--- src/rtl/irq_tog_pkg.sv ---
package irq_tog_pkg;

  localparam int unsigned B_TX_EMPTY = 2;
  localparam int unsigned B_TX_UNDER = 3;
  localparam int unsigned B_RX_FULL  = 4;
  localparam int unsigned B_RX_OVER  = 5;
  localparam int unsigned B_TX_HALF  = 6;
  localparam int unsigned B_RX_AVAIL = 8;

  localparam logic [31:0] CAUSE_MASK32 =
    (32'd1 << B_TX_EMPTY) | (32'd1 << B_TX_UNDER) | (32'd1 << B_RX_FULL) |
    (32'd1 << B_RX_OVER)  | (32'd1 << B_TX_HALF)  | (32'd1 << B_RX_AVAIL);

  typedef struct packed {
    logic byte_done;
    logic tx_underrun;
    logic tx_half;
    logic rx_overrun;
    logic rx_fill;
  } evt_t;

  typedef struct packed {
    logic access;
    logic rd_gie;
    logic rd_isr;
    logic rd_ier;
    logic wr_gie;
    logic wr_isr;
    logic wr_ier;
  } dec_t;

  function automatic bit is_cause(int unsigned pos);
    return (pos == B_TX_EMPTY) || (pos == B_TX_UNDER) || (pos == B_RX_FULL) ||
           (pos == B_RX_OVER)  || (pos == B_TX_HALF)  || (pos == B_RX_AVAIL);
  endfunction

endpackage

--- src/rtl/irq_tog_rst_sync.sv ---
module irq_tog_rst_sync (
  input  logic clk,
  input  logic rst_n,
  output logic rst_sync_n
);

  logic stage1_q;
  logic stage2_q;

  always_ff @(posedge clk or negedge rst_n) begin
    if (!rst_n) begin
      stage1_q <= 1'b0;
      stage2_q <= 1'b0;
    end else begin
      stage1_q <= 1'b1;
      stage2_q <= stage1_q;
    end
  end

  assign rst_sync_n = stage2_q;

endmodule

--- src/rtl/irq_tog_decode.sv ---
module irq_tog_decode
  import irq_tog_pkg::*;
#(
  parameter int unsigned ADDR_W  = 8,
  parameter int unsigned OFF_GIE = 'h1C,
  parameter int unsigned OFF_ISR = 'h20,
  parameter int unsigned OFF_IER = 'h28
) (
  input  logic              sel_i,
  input  logic              wr_i,
  input  logic [ADDR_W-1:0] addr_i,
  output dec_t              dec_o
);

  localparam logic [ADDR_W-1:0] WORD_MASK = ~ADDR_W'(3);
  localparam logic [ADDR_W-1:0] A_GIE = ADDR_W'(OFF_GIE);
  localparam logic [ADDR_W-1:0] A_ISR = ADDR_W'(OFF_ISR);
  localparam logic [ADDR_W-1:0] A_IER = ADDR_W'(OFF_IER);

  logic [ADDR_W-1:0] word_addr;
  logic hit_gie, hit_isr, hit_ier;

  always_comb begin
    word_addr = addr_i & WORD_MASK;
    hit_gie   = (word_addr == A_GIE);
    hit_isr   = (word_addr == A_ISR);
    hit_ier   = (word_addr == A_IER);

    dec_o.access = sel_i;
    dec_o.rd_gie = sel_i & ~wr_i & hit_gie;
    dec_o.rd_isr = sel_i & ~wr_i & hit_isr;
    dec_o.rd_ier = sel_i & ~wr_i & hit_ier;
    dec_o.wr_gie = sel_i &  wr_i & hit_gie;
    dec_o.wr_isr = sel_i &  wr_i & hit_isr;
    dec_o.wr_ier = sel_i &  wr_i & hit_ier;
  end

endmodule

--- src/rtl/irq_tog_cell.sv ---
module irq_tog_cell (
  input  logic clk,
  input  logic rst_n,
  input  logic set_i,
  input  logic tgl_i,
  output logic q_o
);

  logic q_d;
  logic q_q;
  logic q_en;

  always_comb begin
    q_en = set_i | tgl_i;
    if (set_i) q_d = 1'b1;
    else       q_d = ~q_q;
  end

  always_ff @(posedge clk or negedge rst_n) begin
    if (!rst_n)    q_q <= 1'b0;
    else if (q_en) q_q <= q_d;
  end

  assign q_o = q_q;

endmodule

--- src/rtl/irq_tog_status.sv ---
module irq_tog_status
  import irq_tog_pkg::*;
#(
  parameter int unsigned REG_W = 32
) (
  input  logic             clk,
  input  logic             rst_n,
  input  evt_t             evt_i,
  input  logic             access_i,
  input  logic             lvl_avail_i,
  input  logic             lvl_full_i,
  input  logic             wr_i,
  input  logic [REG_W-1:0] wdata_i,
  output logic [REG_W-1:0] stat_o
);

  logic [REG_W-1:0] set_v;
  logic [REG_W-1:0] tgl_v;
  logic             unused_tgl_bits;

  always_comb begin
    set_v = '0;
    if (evt_i.byte_done) begin
      set_v[B_TX_EMPTY] = 1'b1;
      set_v[B_RX_AVAIL] = 1'b1;
    end
    if (evt_i.tx_underrun)       set_v[B_TX_UNDER] = 1'b1;
    if (evt_i.rx_fill)           set_v[B_RX_FULL]  = 1'b1;
    if (evt_i.rx_overrun)        set_v[B_RX_OVER]  = 1'b1;
    if (evt_i.tx_half)           set_v[B_TX_HALF]  = 1'b1;
    if (access_i && lvl_avail_i) set_v[B_RX_AVAIL] = 1'b1;
    if (access_i && lvl_full_i)  set_v[B_RX_FULL]  = 1'b1;
    tgl_v = wr_i ? wdata_i : '0;
  end

  for (genvar i = 0; i < REG_W; i++) begin : g_bit
    if (is_cause(i)) begin : g_cell
      irq_tog_cell u_cell (
        .clk   (clk),
        .rst_n (rst_n),
        .set_i (set_v[i]),
        .tgl_i (tgl_v[i]),
        .q_o   (stat_o[i])
      );
    end else begin : g_zero
      assign stat_o[i] = 1'b0;
    end
  end

  assign unused_tgl_bits = ^{tgl_v, set_v};

endmodule

--- src/rtl/irq_tog_enables.sv ---
module irq_tog_enables
  import irq_tog_pkg::*;
#(
  parameter int unsigned REG_W = 32
) (
  input  logic             clk,
  input  logic             rst_n,
  input  logic             wr_gie_i,
  input  logic             wr_ier_i,
  input  logic [REG_W-1:0] wdata_i,
  output logic             gie_o,
  output logic [REG_W-1:0] ier_o
);

  localparam int unsigned GIE_BIT = REG_W - 1;

  logic gie_q;
  logic gie_d;
  logic unused_wdata;

  assign gie_d = wdata_i[GIE_BIT];

  always_ff @(posedge clk or negedge rst_n) begin
    if (!rst_n)        gie_q <= 1'b0;
    else if (wr_gie_i) gie_q <= gie_d;
  end

  for (genvar i = 0; i < REG_W; i++) begin : g_ier
    if (is_cause(i)) begin : g_reg
      logic en_q;
      logic en_d;
      assign en_d = wdata_i[i];
      always_ff @(posedge clk or negedge rst_n) begin
        if (!rst_n)        en_q <= 1'b0;
        else if (wr_ier_i) en_q <= en_d;
      end
      assign ier_o[i] = en_q;
    end else begin : g_zero
      assign ier_o[i] = 1'b0;
    end
  end

  assign gie_o        = gie_q;
  assign unused_wdata = ^wdata_i;

endmodule

--- src/rtl/irq_tog_combine.sv ---
module irq_tog_combine #(
  parameter int unsigned REG_W = 32
) (
  input  logic [REG_W-1:0] stat_i,
  input  logic [REG_W-1:0] ier_i,
  input  logic             gie_i,
  output logic             irq_o
);

  logic [REG_W-1:0] pend_v;
  logic             any_pend;

  always_comb begin
    pend_v   = stat_i & ier_i;
    any_pend = |pend_v;
    irq_o    = gie_i & any_pend;
  end

endmodule

--- src/rtl/irq_toggle_ctrl.sv ---
module irq_toggle_ctrl
  import irq_tog_pkg::*;
#(
  parameter int unsigned ADDR_W  = 8,
  parameter int unsigned REG_W   = 32,
  parameter int unsigned OFF_GIE = 'h1C,
  parameter int unsigned OFF_ISR = 'h20,
  parameter int unsigned OFF_IER = 'h28
) (
  input  logic              clk,
  input  logic              rst_n,
  input  logic              bus_sel_i,
  input  logic              bus_wr_i,
  input  logic [ADDR_W-1:0] bus_addr_i,
  input  logic [REG_W-1:0]  bus_wdata_i,
  output logic [REG_W-1:0]  bus_rdata_o,
  input  logic              byte_done_i,
  input  logic              tx_underrun_i,
  input  logic              tx_half_i,
  input  logic              rx_overrun_i,
  input  logic              rx_fill_i,
  input  logic              rx_avail_lvl_i,
  input  logic              rx_full_lvl_i,
  output logic              irq_o
);

  localparam int unsigned GIE_BIT = REG_W - 1;

  logic             rst_sync_n;
  dec_t             dec;
  evt_t             evt;
  logic [REG_W-1:0] stat_q;
  logic [REG_W-1:0] ier_q;
  logic             gie_q;
  logic [REG_W-1:0] gie_word;

  irq_tog_rst_sync u_rst (
    .clk        (clk),
    .rst_n      (rst_n),
    .rst_sync_n (rst_sync_n)
  );

  irq_tog_decode #(
    .ADDR_W  (ADDR_W),
    .OFF_GIE (OFF_GIE),
    .OFF_ISR (OFF_ISR),
    .OFF_IER (OFF_IER)
  ) u_dec (
    .sel_i  (bus_sel_i),
    .wr_i   (bus_wr_i),
    .addr_i (bus_addr_i),
    .dec_o  (dec)
  );

  always_comb begin
    evt.byte_done   = byte_done_i;
    evt.tx_underrun = tx_underrun_i;
    evt.tx_half     = tx_half_i;
    evt.rx_overrun  = rx_overrun_i;
    evt.rx_fill     = rx_fill_i;
  end

  irq_tog_status #(.REG_W(REG_W)) u_stat (
    .clk         (clk),
    .rst_n       (rst_sync_n),
    .evt_i       (evt),
    .access_i    (dec.access),
    .lvl_avail_i (rx_avail_lvl_i),
    .lvl_full_i  (rx_full_lvl_i),
    .wr_i        (dec.wr_isr),
    .wdata_i     (bus_wdata_i),
    .stat_o      (stat_q)
  );

  irq_tog_enables #(.REG_W(REG_W)) u_en (
    .clk      (clk),
    .rst_n    (rst_sync_n),
    .wr_gie_i (dec.wr_gie),
    .wr_ier_i (dec.wr_ier),
    .wdata_i  (bus_wdata_i),
    .gie_o    (gie_q),
    .ier_o    (ier_q)
  );

  irq_tog_combine #(.REG_W(REG_W)) u_comb (
    .stat_i (stat_q),
    .ier_i  (ier_q),
    .gie_i  (gie_q),
    .irq_o  (irq_o)
  );

  always_comb begin
    gie_word          = '0;
    gie_word[GIE_BIT] = gie_q;
    unique case (1'b1)
      dec.rd_gie: bus_rdata_o = gie_word;
      dec.rd_isr: bus_rdata_o = stat_q;
      dec.rd_ier: bus_rdata_o = ier_q;
      default:    bus_rdata_o = '0;
    endcase
  end

endmodule

--- config.mk ---
export PLATFORM = sky130hd
export DESIGN_NAME = irq_toggle_ctrl
export DESIGN_NICKNAME = d
export VERILOG_FILES = /design/src/rtl/irq_tog_pkg.sv /design/src/rtl/irq_tog_rst_sync.sv /design/src/rtl/irq_tog_decode.sv /design/src/rtl/irq_tog_cell.sv /design/src/rtl/irq_tog_status.sv /design/src/rtl/irq_tog_enables.sv /design/src/rtl/irq_tog_combine.sv /design/src/rtl/irq_toggle_ctrl.sv
export SDC_FILE = /design/constraint.sdc
export NUM_CORES = 1
export LEC_CHECK = 0
export ABC_AREA = 1
export CORE_AREA = 2 2 54 66
export DETAILED_ROUTE_END_ITERATION = 7
export DIE_AREA = 0 0 56 68
export PLACE_DENSITY = 0.83
export SYNTH_ARGS = -nofsm -noshare
export SYNTH_HDL_FRONTEND = slang
export SYNTH_SLANG_ARGS = --single-unit
--- constraint.sdc ---
create_clock -name clk -period 2.45 [get_ports clk]
set_clock_uncertainty 0.05 [all_clocks]
set_input_delay 0.49 -clock clk [delete_from_list [all_inputs] [get_ports clk]]
set_output_delay 0.49 -clock clk [all_outputs]
set_load 0.02 [all_outputs]
After elaboration in Yosys (flattened, before gate mapping)
Cells that the tools add are included.

cells by class
  reduce and logical (&&, ||, !) cells = 3
  multiplexer cells = 15
  equal/unequal tests = 3
  bitwise gates (word level) = 23

operator list
  operator                                                                number
  32-bit one-hot mux with 3 select lines                                  1
  32-bit OR reduction                                                     1
  1-bit two-way mux                                                       13
  6-bit by 4-bit equality test with 1-bit output (second input constant)  2
  1-bit bitwise AND                                                       9
  9-bit bitwise AND                                                       1
  9-bit two-way mux                                                       1
  1-bit inverter                                                          7
  6-bit by 3-bit equality test with 1-bit output (second input constant)  1
  1-bit bitwise OR                                                        6
  1-bit logical AND                                                       2

word-level totals
  flip-flop bits (word level) = 15
  output and inout port bits = 33

Logic depth before layout (Yosys ltp)
  word-level depth = 4
  mapped depth = 7

Modules after synthesis
Synthesis repeated with hierarchy kept, for this count alone.

unflattened totals
  cells, all modules = 343
  area total of the unflattened synthesis = 1,891.8 um2

modules (own cells, without submodules)
  module            times used  cells an instance  seq. area each (um2)  area an instance (um2)
  irq_tog_enables   1           63                 175.2                 505.5
  irq_toggle_ctrl   1           103                0.0                   432.9
  irq_tog_cell      6           7                  25.0                  48.8
  irq_tog_status    1           45                 0.0                   266.5
  irq_tog_combine   1           64                 0.0                   241.5
  irq_tog_decode    1           23                 0.0                   98.8
  irq_tog_rst_sync  1           3                  50.0                  53.8

Worst setup path after synthesis
No wires, ideal clock.

  path kind = in2out
  start = in bus_addr_i[7]
  end = out bus_rdata_o[31]
  path slack = 0.515 ns
  stages = 3
  buffers on the path = 0
  arrival time = 1.395 ns
  path through = nor2_1 > nand4_1 > nor4_1

on the way
  longest elaborated chain between the ends = 3
  elaborated cells on any way between the ends = 7
  those cells by class = eq/ne (3); mux (1); bitwise (3)

ends and longest elaborated chain
  element                                                                       RTL line                                                          RTL
  start, declared                                                               irq_toggle_ctrl.sv:14                                             input logic [ADDR_W-1:0] bus_addr_i,
  6-bit by 4-bit equality test with 1-bit output, or another cell as far along  irq_tog_decode.sv:27                                              hit_ier = (word_addr == A_IER);
  1-bit bitwise AND (on tied branches)                                          irq_tog_decode.sv:32, irq_tog_decode.sv:30, irq_tog_decode.sv:31
  32-bit one-hot mux with 3 select lines *                                      irq_toggle_ctrl.sv:95                                             unique case (1'b1)
  end, declared                                                                 irq_toggle_ctrl.sv:16                                             output logic [REG_W-1:0] bus_rdata_o,

Mark *: on every way between the ends. The rest lies on a longest branch, timed or not.

Final worst setup path
  start = in bus_sel_i
  end = out bus_rdata_o[6]

on the way
  longest elaborated chain between the ends = 3
  elaborated cells on any way between the ends = 5
  those cells by class = mux (1); bitwise (4)

ends and longest elaborated chain
  element                                   RTL line                                                          RTL
  start, declared                           irq_toggle_ctrl.sv:12                                             input logic bus_sel_i,
  1-bit bitwise AND *                       irq_tog_decode.sv:30, irq_tog_decode.sv:31, irq_tog_decode.sv:32
  1-bit bitwise AND (on tied branches)      irq_tog_decode.sv:32, irq_tog_decode.sv:30, irq_tog_decode.sv:31
  32-bit one-hot mux with 3 select lines *  irq_toggle_ctrl.sv:95

Marked as above.

==> flow_metrics.env <==
export IMPL_port_buffers=31
export IMPL_synth_top_area_share_pct=33.3
export IMPL_grt_start_max_net_pins=14
export IMPL_p_leak_nw=0.786
export IMPL_synth_simple_area_share_pct=28.7
export IMPL_fin_nets=234
export IMPL_cts_sinks=15
export IMPL_placementRows=23
export IMPL_gp_congestion=0.792
export IMPL_path_max_fanout=6
export IMPL_synth_top_family_by_area="simple AND/OR/NAND/NOR gates"
export IMPL_wl_um=2510
export IMPL_synthAdderAreaFrac_pct=0
export IMPL_ys_warn_count=0
export IMPL_synth_top_area_cell="dfrtp_1"
export IMPL_dp_hpwl_um=1950
export IMPL_worst_slew_pin_slew_ns=0.542
export IMPL_drive_above_1_share_pct=25.3
export IMPL_via_per_inst=4.55
export IMPL_fillers=311
export IMPL_multi_input_area_sq_um=574
export IMPL_start_util_pct=34.9
export IMPL_layout_common_cells="conb_1, clkdlybuf4s50_1, inv_1, dfrtp_1, nand3_1"
export IMPL_dp_slack_ns=-0.309
export IMPL_antenna_found_initial=0
export IMPL_period_minus_slack_ns=2.36
export IMPL_start_kind="input pin"
export IMPL_slew_violations=0
export IMPL_hold_path_class="register to async pin"
export IMPL_synth_area_mux_share_pct=0
export IMPL_synth_area_leaders="dfrtp_1, buf_4, inv_1"
export IMPL_dieArea_sq_um=3810
export IMPL_avgSynthCellArea_sq_um=8.16
export IMPL_power_switching_mw=0.187
export IMPL_area_growth_pct=33.1
export IMPL_r2r_end="u_stat.g_bit[5].g_cell.u_cell.q_o"
export IMPL_netSwitchingFraction_pct=30.0
export IMPL_seq_power_share_pct=42.8
export IMPL_grt_pass1_vias=938
export IMPL_insertion_delay_ns=0.25
export IMPL_final_common_cell="conb_1"
export IMPL_pin_count=84
export IMPL_track_usage_pct=13.7
export IMPL_drt_iter0_markers=33
export IMPL_required_ns=1.91
export IMPL_setup_ws_ns=0.0924
export IMPL_slew_headroom_pct=63.9
export IMPL_comb_power_share_pct=24.3
export IMPL_critPathArrivalTime_ns=1.82
export IMPL_wl_per_cell_um=11.5
export IMPL_synth_xor_area_share_pct=0
export IMPL_max_cap_viol_count=0
export IMPL_clkPwrFrac_pct=32.8
export IMPL_path_clk_slew_ns=0.06
export IMPL_ys_ff_latch=15
export IMPL_synth_compound_area_share_pct=11.3
export IMPL_core_sq_um=3220
export IMPL_syn_cell_area_sq_um=1130
export IMPL_drc=0
export IMPL_cellPowerDensity_nw_per_um2=416
export IMPL_grt_pass1_wl_um=4100
export IMPL_fp_dieW_um=56
export IMPL_clk_path_buf_depth=2
export IMPL_setup_viol=0
export IMPL_vias=997
export IMPL_cts_buffers=3
export IMPL_r2r_start="u_stat.g_bit[5].g_cell.u_cell.q_o"
export IMPL_fmaxAchievable_ghz=0.424
export IMPL_die_y_um=68
export IMPL_cts_root_buf="clkbuf_8"
export IMPL_rsz0062_at_grt="false"
export IMPL_r2r_slack_ns=1.67
export IMPL_cts_tree="built"
export IMPL_hold_violations=0
export IMPL_r2r_cells=3
export IMPL_synth_seq_area_share_pct=33.3
export IMPL_syn_inst=138
export IMPL_final_util_pct=46.5
export IMPL_cts_htree_levels=1
export IMPL_crit_path_end_kind="output port"
export IMPL_postRouteAntennaNets=0
export IMPL_peakVddDrop_uv=256
export IMPL_register_area_sq_um=375
export IMPL_synthDistinctLibCells=22
export IMPL_internal_power_mw=0.436
export IMPL_crit_type="input pin to output port"
export IMPL_diodes=0
export IMPL_grt_ovfl_total=0
export IMPL_status="finished, final reports clean"
export IMPL_dr_pass1_iters=5
export IMPL_fin_crit_sh_pct=96.2
repair_timing:
action,in CTS,in global routing
endpoints found under the setup margin,7,7
hold buffers,0,0
pin swaps,0,0
setup buffers,0,0
resized for setup,17,12
gates cloned,0,0
cell usage after synthesis, drive strengths merged:
library cell,count
a21oi,9
nor4,1
dfrtp,15
buf,26
o21ai,2
nand3,16
nand4,7
o22ai,8
conb,2
nor2,16
nand2,11
inv,25
critical path: stages:
cell and delay [ns]:
clkdlybuf4s50_1 0.51, inv_1 0.10, nor2_4 0.15, nand3_4 0.13, o22ai_2 0.16, clkdlybuf4s15_2 0.28
per-stage QoR:
step | hold WS, ns | area, sq um | cells | TNS, ns | power, mW
floorplan | 0.110 | 1220 | 162 | 0 | 0.378
global placement | 0.175 | 1460 | 215 | -1.95 | 0.418
detailed placement | 0.190 | 1460 | 215 | -2.01 | 0.420
CTS | 0.197 | 1510 | 219 | 0 | 0.624
global route | 0.235 | 1500 | 219 | 0 | 0.649
finish | 0.167 | 1500 | 219 | 0 | 0.623
worst max path at each step:
stage	cells after the start	slack [ns]	start	to
2_1_floorplan	3	0.52	bus_addr_i[7]	bus_rdata_o[31]
3_3_place_gp	7	-0.30	bus_addr_i[4]	bus_rdata_o[6]
3_5_place_dp	6	-0.31	bus_addr_i[5]	bus_rdata_o[2]
4_1_cts	6	0.002	bus_addr_i[5]	bus_rdata_o[5]
5_1_grt	6	0.01	bus_addr_i[5]	bus_rdata_o[6]
6_report	6	0.09	bus_sel_i	bus_rdata_o[6]
registers in the layout, indices dropped and copies added, names as in the netlist:
name                            cells
u_stat.g_bit.g_cell.u_cell.q_o      6
u_en.g_ier.g_reg.en_q               6
u_rst.rst_sync_n                    1
u_en.gie_o                          1
u_rst.stage1_q                      1
power groups by stage:
stage                     Combinational (mW)  Clock (mW)  Sequential (mW)
after CTS                              0.148       0.208            0.267
after detailed placement               0.148           0            0.272
after global routing                   0.164       0.216            0.269
final                                  0.152       0.205            0.267
after global placement                 0.147           0            0.271
after floorplan                        0.108           0            0.270
layer usage:
metal  wire length (um)  global-route usage, %  vias up
li1                   -                      -      483
met3                235                   3.02        5
met5                  0                      0        -
met2               1250                   24.6       56
met1                982                   15.7      453
met4                 48                   6.55        0
cells by family after synthesis:
group | count (synthesis)
simple gates | 51
buf+inv | 51
compound gates | 19
flops | 15
other cells | 2
cell type report:
class	count	share of cell area [%]
clock buffer	4	3.01
inverter	25	6.26
multi-input combinational	96	38.3
sequential	15	25.0
tap	37	3.09
timing repair buffer	42	24.3
Note: power is estimated with default switching activity, not from simulation.
